$ cat config.mk
export PLATFORM = sky130hd
export DESIGN_NAME = jtag_pad_scan
export DESIGN_NICKNAME = d
export VERILOG_FILES = /design/src/rtl/jps_pkg.sv /design/src/rtl/jps_tck_gen.sv /design/src/rtl/jps_capture.sv /design/src/rtl/jtag_pad_scan.sv
export SDC_FILE = /design/constraint.sdc
export NUM_CORES = 1
export LEC_CHECK = 0
export BUFFER_PORTS_ARGS = -buffer_cell sky130_fd_sc_hd__buf_2
export CORE_MARGIN = 4
export CORE_UTILIZATION = 35
export CTS_CLUSTER_SIZE = 25
export DETAILED_ROUTE_END_ITERATION = 6
export SYNTH_ARGS = -nofsm -noshare
export SYNTH_HDL_FRONTEND = slang
export SYNTH_SLANG_ARGS = --single-unit
$ cat constraint.sdc
create_clock -name clk -period 12.43 [get_ports clk]
set_input_delay 2.486 -clock clk [delete_from_list [all_inputs] [get_ports clk]]
set_output_delay 2.486 -clock clk [all_outputs]
set_load 0.005 [all_outputs]
$ cat src/rtl/jps_pkg.sv
`timescale 1ns/1ps
package jps_pkg;
  localparam logic [1:0] OP_RESET = 2'd0;
  localparam logic [1:0] OP_IR    = 2'd1;
  localparam logic [1:0] OP_DR    = 2'd2;

  localparam int RESET_HIGH  = 5;
  localparam int RESET_STEPS = 6;
  localparam int TAIL_STEPS  = 2;

  // TCK cycles before the first shift edge.
  function automatic int hdr_steps(input logic [1:0] op);
    return (op == OP_IR) ? 4 : 3;
  endfunction

  // Total TCK cycles used by one command.
  function automatic int total_steps(input logic [1:0] op, input int n);
    if (op == OP_RESET) return RESET_STEPS;
    return hdr_steps(op) + n + TAIL_STEPS;
  endfunction

  // TMS level for TCK cycle st of a command with n shift bits.
  function automatic logic tms_at(input logic [1:0] op, input int st, input int n);
    int h;
    if (op == OP_RESET) return st < RESET_HIGH;
    h = hdr_steps(op);
    if (st == 0) return 1'b1;
    if (op == OP_IR && st == 1) return 1'b1;
    if (st < h - 1) return 1'b0;
    if (st == h - 1) return n == 0;
    if (st < h + n) return st == h + n - 1;
    return st == h + n;
  endfunction
endpackage

$ cat src/rtl/jps_tck_gen.sv
`timescale 1ns/1ps
module jps_tck_gen #(
  parameter int DIV_W = 8
) (
  input  logic             clk,
  input  logic             rst_n,
  input  logic             run,
  input  logic [DIV_W-1:0] div,
  output logic             tck,
  output logic             rise,
  output logic             fall
);
  logic [DIV_W-1:0] cnt_q;
  logic             tck_q;
  logic             edge_hit;

  assign edge_hit = run && (cnt_q == div);
  assign rise     = edge_hit && !tck_q;
  assign fall     = edge_hit && tck_q;
  assign tck      = tck_q;

  always_ff @(posedge clk or negedge rst_n) begin
    if (!rst_n) begin
      cnt_q <= '0;
      tck_q <= 1'b0;
    end else if (!run) begin
      cnt_q <= '0;
      tck_q <= 1'b0;
    end else if (edge_hit) begin
      cnt_q <= '0;
      tck_q <= ~tck_q;
    end else begin
      cnt_q <= cnt_q + DIV_W'(1);
    end
  end

  a_r6_rise_goes_high: assert property (@(posedge clk) disable iff (!rst_n)
    rise |=> tck_q);
  a_r6_fall_goes_low: assert property (@(posedge clk) disable iff (!rst_n)
    fall |=> !tck_q);
endmodule

$ cat src/rtl/jps_capture.sv
`timescale 1ns/1ps
module jps_capture #(
  parameter int LEN_W  = 8,
  parameter int PAY_W  = 256,
  parameter int STEP_W = 11
) (
  input  logic              clk,
  input  logic              rst_n,
  input  logic              clear,
  input  logic              sample,
  input  logic [STEP_W-1:0] idx,
  input  logic [LEN_W-1:0]  lead,
  input  logic [LEN_W-1:0]  len,
  input  logic              tdo,
  output logic [PAY_W-1:0]  cap
);
  logic [PAY_W-1:0]  cap_q;
  logic [STEP_W-1:0] win_lo, win_hi;
  logic [LEN_W-1:0]  pos;
  logic              keep;

  assign win_lo = STEP_W'(lead);
  assign win_hi = win_lo + STEP_W'(len);
  assign keep   = sample && (idx >= win_lo) && (idx < win_hi);
  assign pos    = LEN_W'(idx - win_lo);
  assign cap    = cap_q;

  always_ff @(posedge clk or negedge rst_n) begin
    if (!rst_n)     cap_q <= '0;
    else if (clear) cap_q <= '0;
    else if (keep)  cap_q[pos] <= tdo;
  end

  // the capture holds still outside the target window
  a_r4_hold_outside: assert property (@(posedge clk) disable iff (!rst_n)
    (!keep && !clear) |=> $stable(cap_q));
endmodule

$ cat src/rtl/jtag_pad_scan.sv
`timescale 1ns/1ps
module jtag_pad_scan #(
  parameter int LEN_W = 8,
  parameter int DIV_W = 8,
  parameter int PAY_W = 2**LEN_W
) (
  input  logic             clk,
  input  logic             rst_n,
  input  logic             cmd_valid,
  output logic             cmd_ready,
  input  logic [1:0]       cmd_op,
  input  logic [LEN_W-1:0] cmd_len,
  input  logic [LEN_W-1:0] cmd_lead,
  input  logic [LEN_W-1:0] cmd_trail,
  input  logic [PAY_W-1:0] cmd_data,
  input  logic [DIV_W-1:0] clk_div,
  output logic             tck,
  output logic             tms,
  output logic             tdi,
  input  logic             tdo,
  output logic             cap_valid,
  output logic [PAY_W-1:0] cap_data
);
  import jps_pkg::*;

  localparam int STEP_W = LEN_W + 3;

  logic              busy_q, fin_q, done_q, tms_q, tdi_q;
  logic [1:0]        op_q;
  logic [LEN_W-1:0]  len_q, lead_q;
  logic [STEP_W-1:0] n_q, st_q;
  logic [PAY_W-1:0]  data_q;

  logic              accept, rise, fall, tck_w;
  logic [STEP_W-1:0] n_cmd, hdr_w, tot_w, last_w, idx_w;
  logic              in_shift, last_shift, sample;

  // TDI level for TCK cycle st: lead ones, payload, trail ones.
  function automatic logic tdi_for(input logic [1:0] op, input int st, input int ld,
                                   input int ln, input int nt, input logic [PAY_W-1:0] d);
    int i;
    if (op == OP_RESET) return 1'b1;
    i = st - hdr_steps(op);
    if (i < 0 || i >= nt) return 1'b1;
    if (i < ld || i >= ld + ln) return 1'b1;
    return d[LEN_W'(i - ld)];
  endfunction

  assign accept     = cmd_valid && !busy_q;
  assign cmd_ready  = !busy_q;
  assign n_cmd      = STEP_W'(cmd_lead) + STEP_W'(cmd_len) + STEP_W'(cmd_trail);
  assign hdr_w      = STEP_W'(hdr_steps(op_q));
  assign tot_w      = STEP_W'(total_steps(op_q, int'(n_q)));
  assign last_w     = tot_w - STEP_W'(1);
  assign in_shift   = (op_q != OP_RESET) && (st_q >= hdr_w) && (st_q < hdr_w + n_q);
  assign last_shift = in_shift && (st_q == hdr_w + n_q - STEP_W'(1));
  assign idx_w      = st_q - hdr_w;
  assign sample     = busy_q && rise && in_shift;

  jps_tck_gen #(.DIV_W(DIV_W)) tck_gen_i (
    .clk(clk), .rst_n(rst_n), .run(busy_q), .div(clk_div),
    .tck(tck_w), .rise(rise), .fall(fall)
  );

  jps_capture #(.LEN_W(LEN_W), .PAY_W(PAY_W), .STEP_W(STEP_W)) capture_i (
    .clk(clk), .rst_n(rst_n), .clear(accept), .sample(sample), .idx(idx_w),
    .lead(lead_q), .len(len_q), .tdo(tdo), .cap(cap_data)
  );

  always_ff @(posedge clk or negedge rst_n) begin
    if (!rst_n) begin
      busy_q <= 1'b0;
      fin_q  <= 1'b0;
      done_q <= 1'b0;
      op_q   <= OP_RESET;
      len_q  <= '0;
      lead_q <= '0;
      n_q    <= '0;
      data_q <= '0;
      st_q   <= '0;
      tms_q  <= 1'b0;
      tdi_q  <= 1'b1;
    end else begin
      done_q <= 1'b0;
      if (accept) begin
        busy_q <= 1'b1;
        fin_q  <= 1'b0;
        op_q   <= cmd_op;
        len_q  <= cmd_len;
        lead_q <= cmd_lead;
        n_q    <= n_cmd;
        data_q <= cmd_data;
        st_q   <= '0;
        tms_q  <= tms_at(cmd_op, 0, int'(n_cmd));
        tdi_q  <= tdi_for(cmd_op, 0, int'(cmd_lead), int'(cmd_len), int'(n_cmd), cmd_data);
      end else if (busy_q) begin
        if (rise) begin
          if (st_q == last_w) fin_q <= 1'b1;
          else                st_q  <= st_q + STEP_W'(1);
        end
        if (fall) begin
          if (fin_q) begin
            busy_q <= 1'b0;
            done_q <= 1'b1;
            tms_q  <= 1'b0;
            tdi_q  <= 1'b1;
          end else begin
            tms_q <= tms_at(op_q, int'(st_q), int'(n_q));
            tdi_q <= tdi_for(op_q, int'(st_q), int'(lead_q), int'(len_q), int'(n_q), data_q);
          end
        end
      end
    end
  end

  assign tck       = tck_w;
  assign tms       = tms_q;
  assign tdi       = tdi_q;
  assign cap_valid = done_q;

  a_r6_tms_on_fall: assert property (@(posedge clk) disable iff (!rst_n)
    (tms_q != $past(tms_q)) |-> ($past(fall) || $past(accept)));
  a_r6_tdi_on_fall: assert property (@(posedge clk) disable iff (!rst_n)
    (tdi_q != $past(tdi_q)) |-> ($past(fall) || $past(accept)));
  a_r5_done_single: assert property (@(posedge clk) disable iff (!rst_n)
    done_q |=> !done_q);
  a_r8_idle_levels: assert property (@(posedge clk) disable iff (!rst_n)
    (!busy_q && !$past(busy_q)) |-> (!tck_w && !tms_q && tdi_q));
  a_r2_exit_on_last: assert property (@(posedge clk) disable iff (!rst_n)
    (rise && last_shift) |-> tms_q);
  a_r2_stay_in_shift: assert property (@(posedge clk) disable iff (!rst_n)
    (rise && in_shift && !last_shift) |-> !tms_q);
endmodule

* After elaboration in Yosys (flattened, before gate mapping)
Index checks and enable logic that the tools add are counted.
** Storage, ports and cells
- Flip-flop bits (word level) :: 566
- Bits in latches :: 0
- Memory bits (writable) :: 0
- ROM bits :: 0
- Output and inout port bits :: 261
- Memories :: 0
** Operators by class
- Add/subtract/negate cells :: 22
- Multipliers :: 0
- Div/mod/pow operators :: 0
- Magnitude comparators :: 21
- Equal/unequal tests :: 10
- Shift operators :: 0
- Mux-type cells :: 168
- Bitwise operators :: 1
- Reductions and logical operators :: 35
** Operators by type and width (number)
- $mux 256 :: 2
- $bwmux 256 :: 1
- $mux 1 :: 152
- $sub 32x2->32 const B :: 4
- $logic_not 32->1 :: 3
- $eq 12x32->1 :: 2
- $lt 1x32->1 const A :: 2
- $lt 12x32->1 :: 2
- $mux 11 :: 5
- $add 8x8->9 :: 4
- $logic_not 11->1 :: 3
- $add 32x11->32 :: 1
- $lt 8x10->1 const B :: 2
- $bmux 1 s8 :: 2
- $mux 8 :: 2
- $sub 8x8->8 :: 2
- $add 3x11->12 :: 1
- $eq 11x12->1 :: 1
- $ge 12x10->1 :: 1
- $ge 12x12->1 :: 1
- $logic_and 1x1->1 :: 12
- $lt 12x1->1 const B :: 1
- $lt 12x9->1 :: 1
- $reduce_bool 2->1 :: 6
- other kinds (35) :: 44

* Longest topological paths before layout
- Depth after elaboration :: 51
- Depth in mapped cells :: 20
- Gate-level depth less buffers :: 17

* Hierarchy
From an unflattened synthesis, not the netlist that was laid out.
** Second synthesis, totals
- Cell total of the unflattened synthesis :: 3238
- Area, all modules :: 31522.7 um^2
** Modules (own cells, without submodules)
- jtag_pad_scan :: instances 1, cells each 1865, area an instance 17061.4 um^2, sequential area each 7508.5 um^2
- jps_capture :: instances 1, cells each 1324, area an instance 13968.4 um^2, sequential area each 6406.1 um^2
- jps_tck_gen :: instances 1, cells each 49, area an instance 493.0 um^2, sequential area each 225.2 um^2

* Worst setup path after synthesis
No wires, ideal clock.
- Path type :: input to register
- Start :: input port clk_div[0]
- End :: register capture_i.cap_q[182] (netlist: capture_i.cap[182])
- Setup time :: 78 ps
- Data arrival time :: 4974 ps
- Required time :: 12352 ps
- Slack :: 7378 ps
- Stages :: 11
- Cell sequence :: xnor2_1 > nand4_1 > nor2_1 > nand2_1 > nor2_1 > and4_1 > nand4_2 > or4b_1 > clkbuf_1 > or3_1 > a21oi_1
** On the way
- Longest elaborated chain between the ends :: 8
** RTL lines
- start: declaration :: RTL line jtag_pad_scan.sv:16 : input logic [DIV_W-1:0] clk_div,
- $eq 8x8->1 :: RTL line jps_tck_gen.sv:17 : assign edge_hit = run && (cnt_q == div);
- $logic_and 1x1->1 :: RTL line jps_tck_gen.sv:17
- $logic_and 1x1->1 :: RTL line jps_tck_gen.sv:18 : assign rise = edge_hit && !tck_q;
- $logic_and 1x1->1 (2 in series) :: RTL line jtag_pad_scan.sv:58 : assign sample = busy_q && rise && in_shift;
- $logic_and 1x1->1 (2 in series) :: RTL line jps_capture.sv:24 : assign keep = sample && (idx >= win_lo) && (idx < win_hi);
- $reduce_bool 2->1 (no line)
- end signal: indexed assignment :: RTL line jps_capture.sv:31 : else if (keep) cap_q[pos] <= tdo;
- end: declaration :: RTL line jps_capture.sv:17 : logic [PAY_W-1:0] cap_q;
No other way between the ends.
A chain may end at the register's enable or synchronous reset.

* Worst setup path in the final report
- Start :: register st_q[0]
- End :: register capture_i.cap_q[63] (netlist: capture_i.cap[63])
** On the way
- Longest elaborated chain between the ends :: 9
- Elaborated cells on any way between the ends :: 20
- Those cells by class :: add/sub: 2; order compare: 6; mux: 5; reduce/logical: 7
** RTL lines
- start: declaration :: RTL line jtag_pad_scan.sv:31 : logic [STEP_W-1:0] n_q, st_q;
- start signal: assignment :: RTL line jtag_pad_scan.sv:99 : else st_q <= st_q + STEP_W'(1);
- $sub 11x3->11 :: RTL line jtag_pad_scan.sv:57 : assign idx_w = st_q - hdr_w;
- $sub 8x8->8 :: RTL line jps_capture.sv:25 : assign pos = LEN_W'(idx - win_lo);
- $lt 8x9->1 (not written as such) or $ge 8x1->1 (tied branches) :: RTL line jps_capture.sv:31
- $logic_and 1x1->1 (not written as such) :: RTL line jps_capture.sv:31
- $mux 1 (not written as such) :: RTL line jps_capture.sv:31
- $demux 1 s8
- $bwmux 256 :: RTL line jps_capture.sv:31
- $mux 256 :: RTL line jps_capture.sv:31
- $mux 256 :: RTL line jps_capture.sv:30 : else if (clear) cap_q <= '0;
Parallel ways exist; a longest one is shown, timed or not. The select of a mux whose other input is x is not followed.

==> results.yml <==
drt:
  firstDrtPassIters: 5
  wirelength_um: 101000
  viasPerCell: 5.18
  ant_nets: 0
  wire_per_inst_um: 20.7
  drc: 0
  vias: 25257
  drt_iter0_drc: 1626
sta:
  report.final.slew_viol_count: 0
  worst_clock_skew_ns: 0.0262
  rsz0062_at_grt: "no"
  worst_pin_slew_ns: 1.21
  setup_slack_ns: 6.55
  relSlewSlack_pct: 18.8
  final-hold-violation-count: 0
  setup_viol: 0
  finalCritPeriodShare_pct: 47.3
  fmax_mhz: 170
  layout_min_cycle_time_ns: 5.88
  fin_hold_ws_ns: 0.468
  tns_ns: 0
placement:
  gp_congestion: 0.875
  dpl.hpwl_um: 69700
  dpl_worst_slack_ns: 6.47
  placedInstanceArea_um2: 34300
  port_buffers: 554
setup_path:
  crit_path_max_fanout: 64
  crit_path_frequent_cell: "inv_1"
  reg2reg_to: "capture_i.cap[63]"
  r2r_cells: 17
  cpLargestDelayFamily: "buffers and inverters"
  setup.worst_path.start_class: "flop"
  ff2ff_setup_slack_ns: 6.55
  critPathArrivalTime_ns: 6.36
  crit_buf_inv: 6
  crit_path_cell_trace: "inv_1 > ha_1 > inv_1 > fa_1 > inv_1 > fa_4 > nand2b_1 > a21boi_1 > nor2_1 > xnor2_1 > buf_4 > clkinv_1 > or3_1 > nor4_4 > buf_4 > a21boi_0 > o21a_1"
  crit_required_ns: 12.92
  crit_type: "flop to flop"
  r2r_start: "st_q[0]"
  end_kind: "flop"
  slowest_stage: "or3_1"
  slowest_delay_ns: 0.83
floorplanning:
  start_util_pct: 35.5
  pin_count: 555
  rows: 107
  core_um2: 85700
  die_h_um: 303
  die_width_um: 303
  die_area_um2: 91700
yosys:
  synth.yosys.seq_area_share_pct: 46.5
  syn_area_um2: 30400
  ys.warnings.count: 0
  dominantRegCellSynth: "dfrtp_1"
  syn_inst: 3232
  synth-edff-count: 0
  synthArstFlopShare_pct: 100
  synth_seq_cells: 565
  postSynthAreaPerCell_um2: 9.41
  synth_cell_types: 77
  synth_fp_nets: 3615
hold_path:
  hold_start: "data_q[80]"
  min_path_cells: 2
  whs_endpoint: "data_q[80]"
  hp-class: "flop to flop"
clock_network:
  postCtsSetupBuffers: 0
  cts-root-buf: "clkbuf_16"
  cts_hold_buffers: 0
  cts_tree: "done"
  htree_levels: 3
  clkTransAtPathRegs_ns: 0.06
  cts_resized: 0
  cts_buffer_depth: 3
  clkSinkCount: 565
  cts-buffers-inserted: 68
  insertion_delay_ns: 0.62
global_route:
  grtUsageTotal_pct: 21.6
  grt_start_max_net_pins: 213
  grt_pass1_vias: 25273
  overflow: 0
  grt_pass1_wl_um: 154000
  antenna_found_initial: 8
pwr:
  switching_share_pct: 38.1
  combPwrFrac_pct: 39.3
  p_int_w: 0.00427
  leakagePower_nw: 18.9
  p_switching_w: 0.00263
  peakVddDrop_uv: 166
  power_frac_clock_pct: 30.6
  powerDensity_nw_per_um2: 188
  p_seq_share_pct: 30.1
run_status:
  outcome: "finished clean"
final_layout:
  fillers: 8407
  nets: 4054
  design_area_um2: 36600
  drive_gt1_share_pct: 23.2
  area_delta_synth_final_pct: 20.5
run:
  cap_violations: 0
[cell type report]
type                       count  area [um2]  share of cell area (%)
multi-input combinational   2389       15400                    42.0
sequential                   565       14100                    38.6
timing repair buffer         592        3100                    8.46
clock buffer                  99        1980                    5.40
tap                         1144        1430                    3.91
clock inverter                25         388                    1.06
inverter                      55         206                   0.563
antenna                        5        12.5                  0.0341
[placed cells by master (no fill, tap or decap), drive strengths merged, types with 17 or more instances in the layout]
master  Yosys  routed
nor3       33      33
ha         76      76
inv        54      58
a21boi    150     150
mux2i      35      35
mux4       82      82
a21oi     112     112
dfrtp     564     564
nor2      154     154
nand4      53      53
a21bo      47      47
xor2       20      20
nand2     864     864
or3        43      43
clkbuf    210      99
nor2b      17      17
nand3      73      73
o21a      167     167
nor4       25      25
o21ai      79      79
a21o       19      19
and3      153     153
buf        13     592
xnor2      56      56
[how the worst max path moves through the flow]
stage,from,to,slack (ns),cells after the start
final,st_q[0],capture_i.cap[63],6.55,17
after global routing,st_q[0],capture_i.cap[49],6.21,17
after floorplan,clk_div[0],capture_i.cap[182],7.38,11
after CTS,st_q[0],tdi,6.46,14
after detailed placement,st_q[0],tdi,6.47,14
after global placement,clk_div[0],capture_i.cap[115],6.53,12
[Yosys cell counts (all sizes together), types with 19 or more instances]
cell    instances  area, um2
dfrtp         564      14100
clkbuf        210        788
ha             76        951
nand3          73        365
nor2          154        578
nor4           25        181
a21boi        150       1130
and3          153        957
nand2         864       3250
nor3           33        170
or3            43        269
o21ai          79        395
a21bo          47        470
xnor2          56        498
a21o           19        143
inv            54        203
o21a          167       1250
mux4           82       1850
a21oi         112        564
xor2           20        175
nand4          53        338
mux2i          35        350
[routing by layer]
layer	vias up	wire, um	global-route usage [%]
li1	12038	-	-
met1	12283	43300	28.6
met2	754	47500	35.3
met3	178	6510	4.63
met4	4	3640	7.28
met5	-	26	0
[registers in the layout (all words and copies together) (netlist names)]
register         count
cap_valid            1
len_q                8
tck_gen_i.tck        1
data_q             256
capture_i.cap      256
lead_q               8
busy_q               1
fin_q                1
tck_gen_i.cnt_q      8
st_q                11
tms                  1
op_q                 2
tdi                  1
n_q                 10
[logic make-up after synthesis]
family	Yosys count	share of synthesized area, %
muxes	117	7.22
adders and majority gates	89	3.98
xor gates and xnor gates	78	2.36
DFF	565	46.5
AOI/OAI and AO/OA	635	14.7
and+or+nand+nor	1470	21.8
buffers and inverters	278	3.47
[tightest hold or removal path, delay by kind of cell (launching register included)]
family,cells,cell delay [ns]
AND/OR/NAND/NOR,2,0.10
flip-flops,1,0.33
[power by group through the flow]
stage	combinational, W	sequential [W]	clock (W)
after floorplan	0.00180	0.00206	0
after global placement	0.00275	0.00211	0
after detailed placement	0.00276	0.00211	0
after CTS	0.00277	0.00208	0.00216
after global routing	0.00297	0.00210	0.00224
final	0.00271	0.00208	0.00211
[stage by stage]
step                total power (W)  util, %  cells
finish                      0.00690     42.8   4874
global route                0.00731     42.8   4870
CTS                         0.00701     42.7   4869
detailed placement          0.00487     40.0   4745
global placement            0.00486     40.0   4745
floorplan                   0.00386        -   3232
Power figures use the tool's default switching activity.
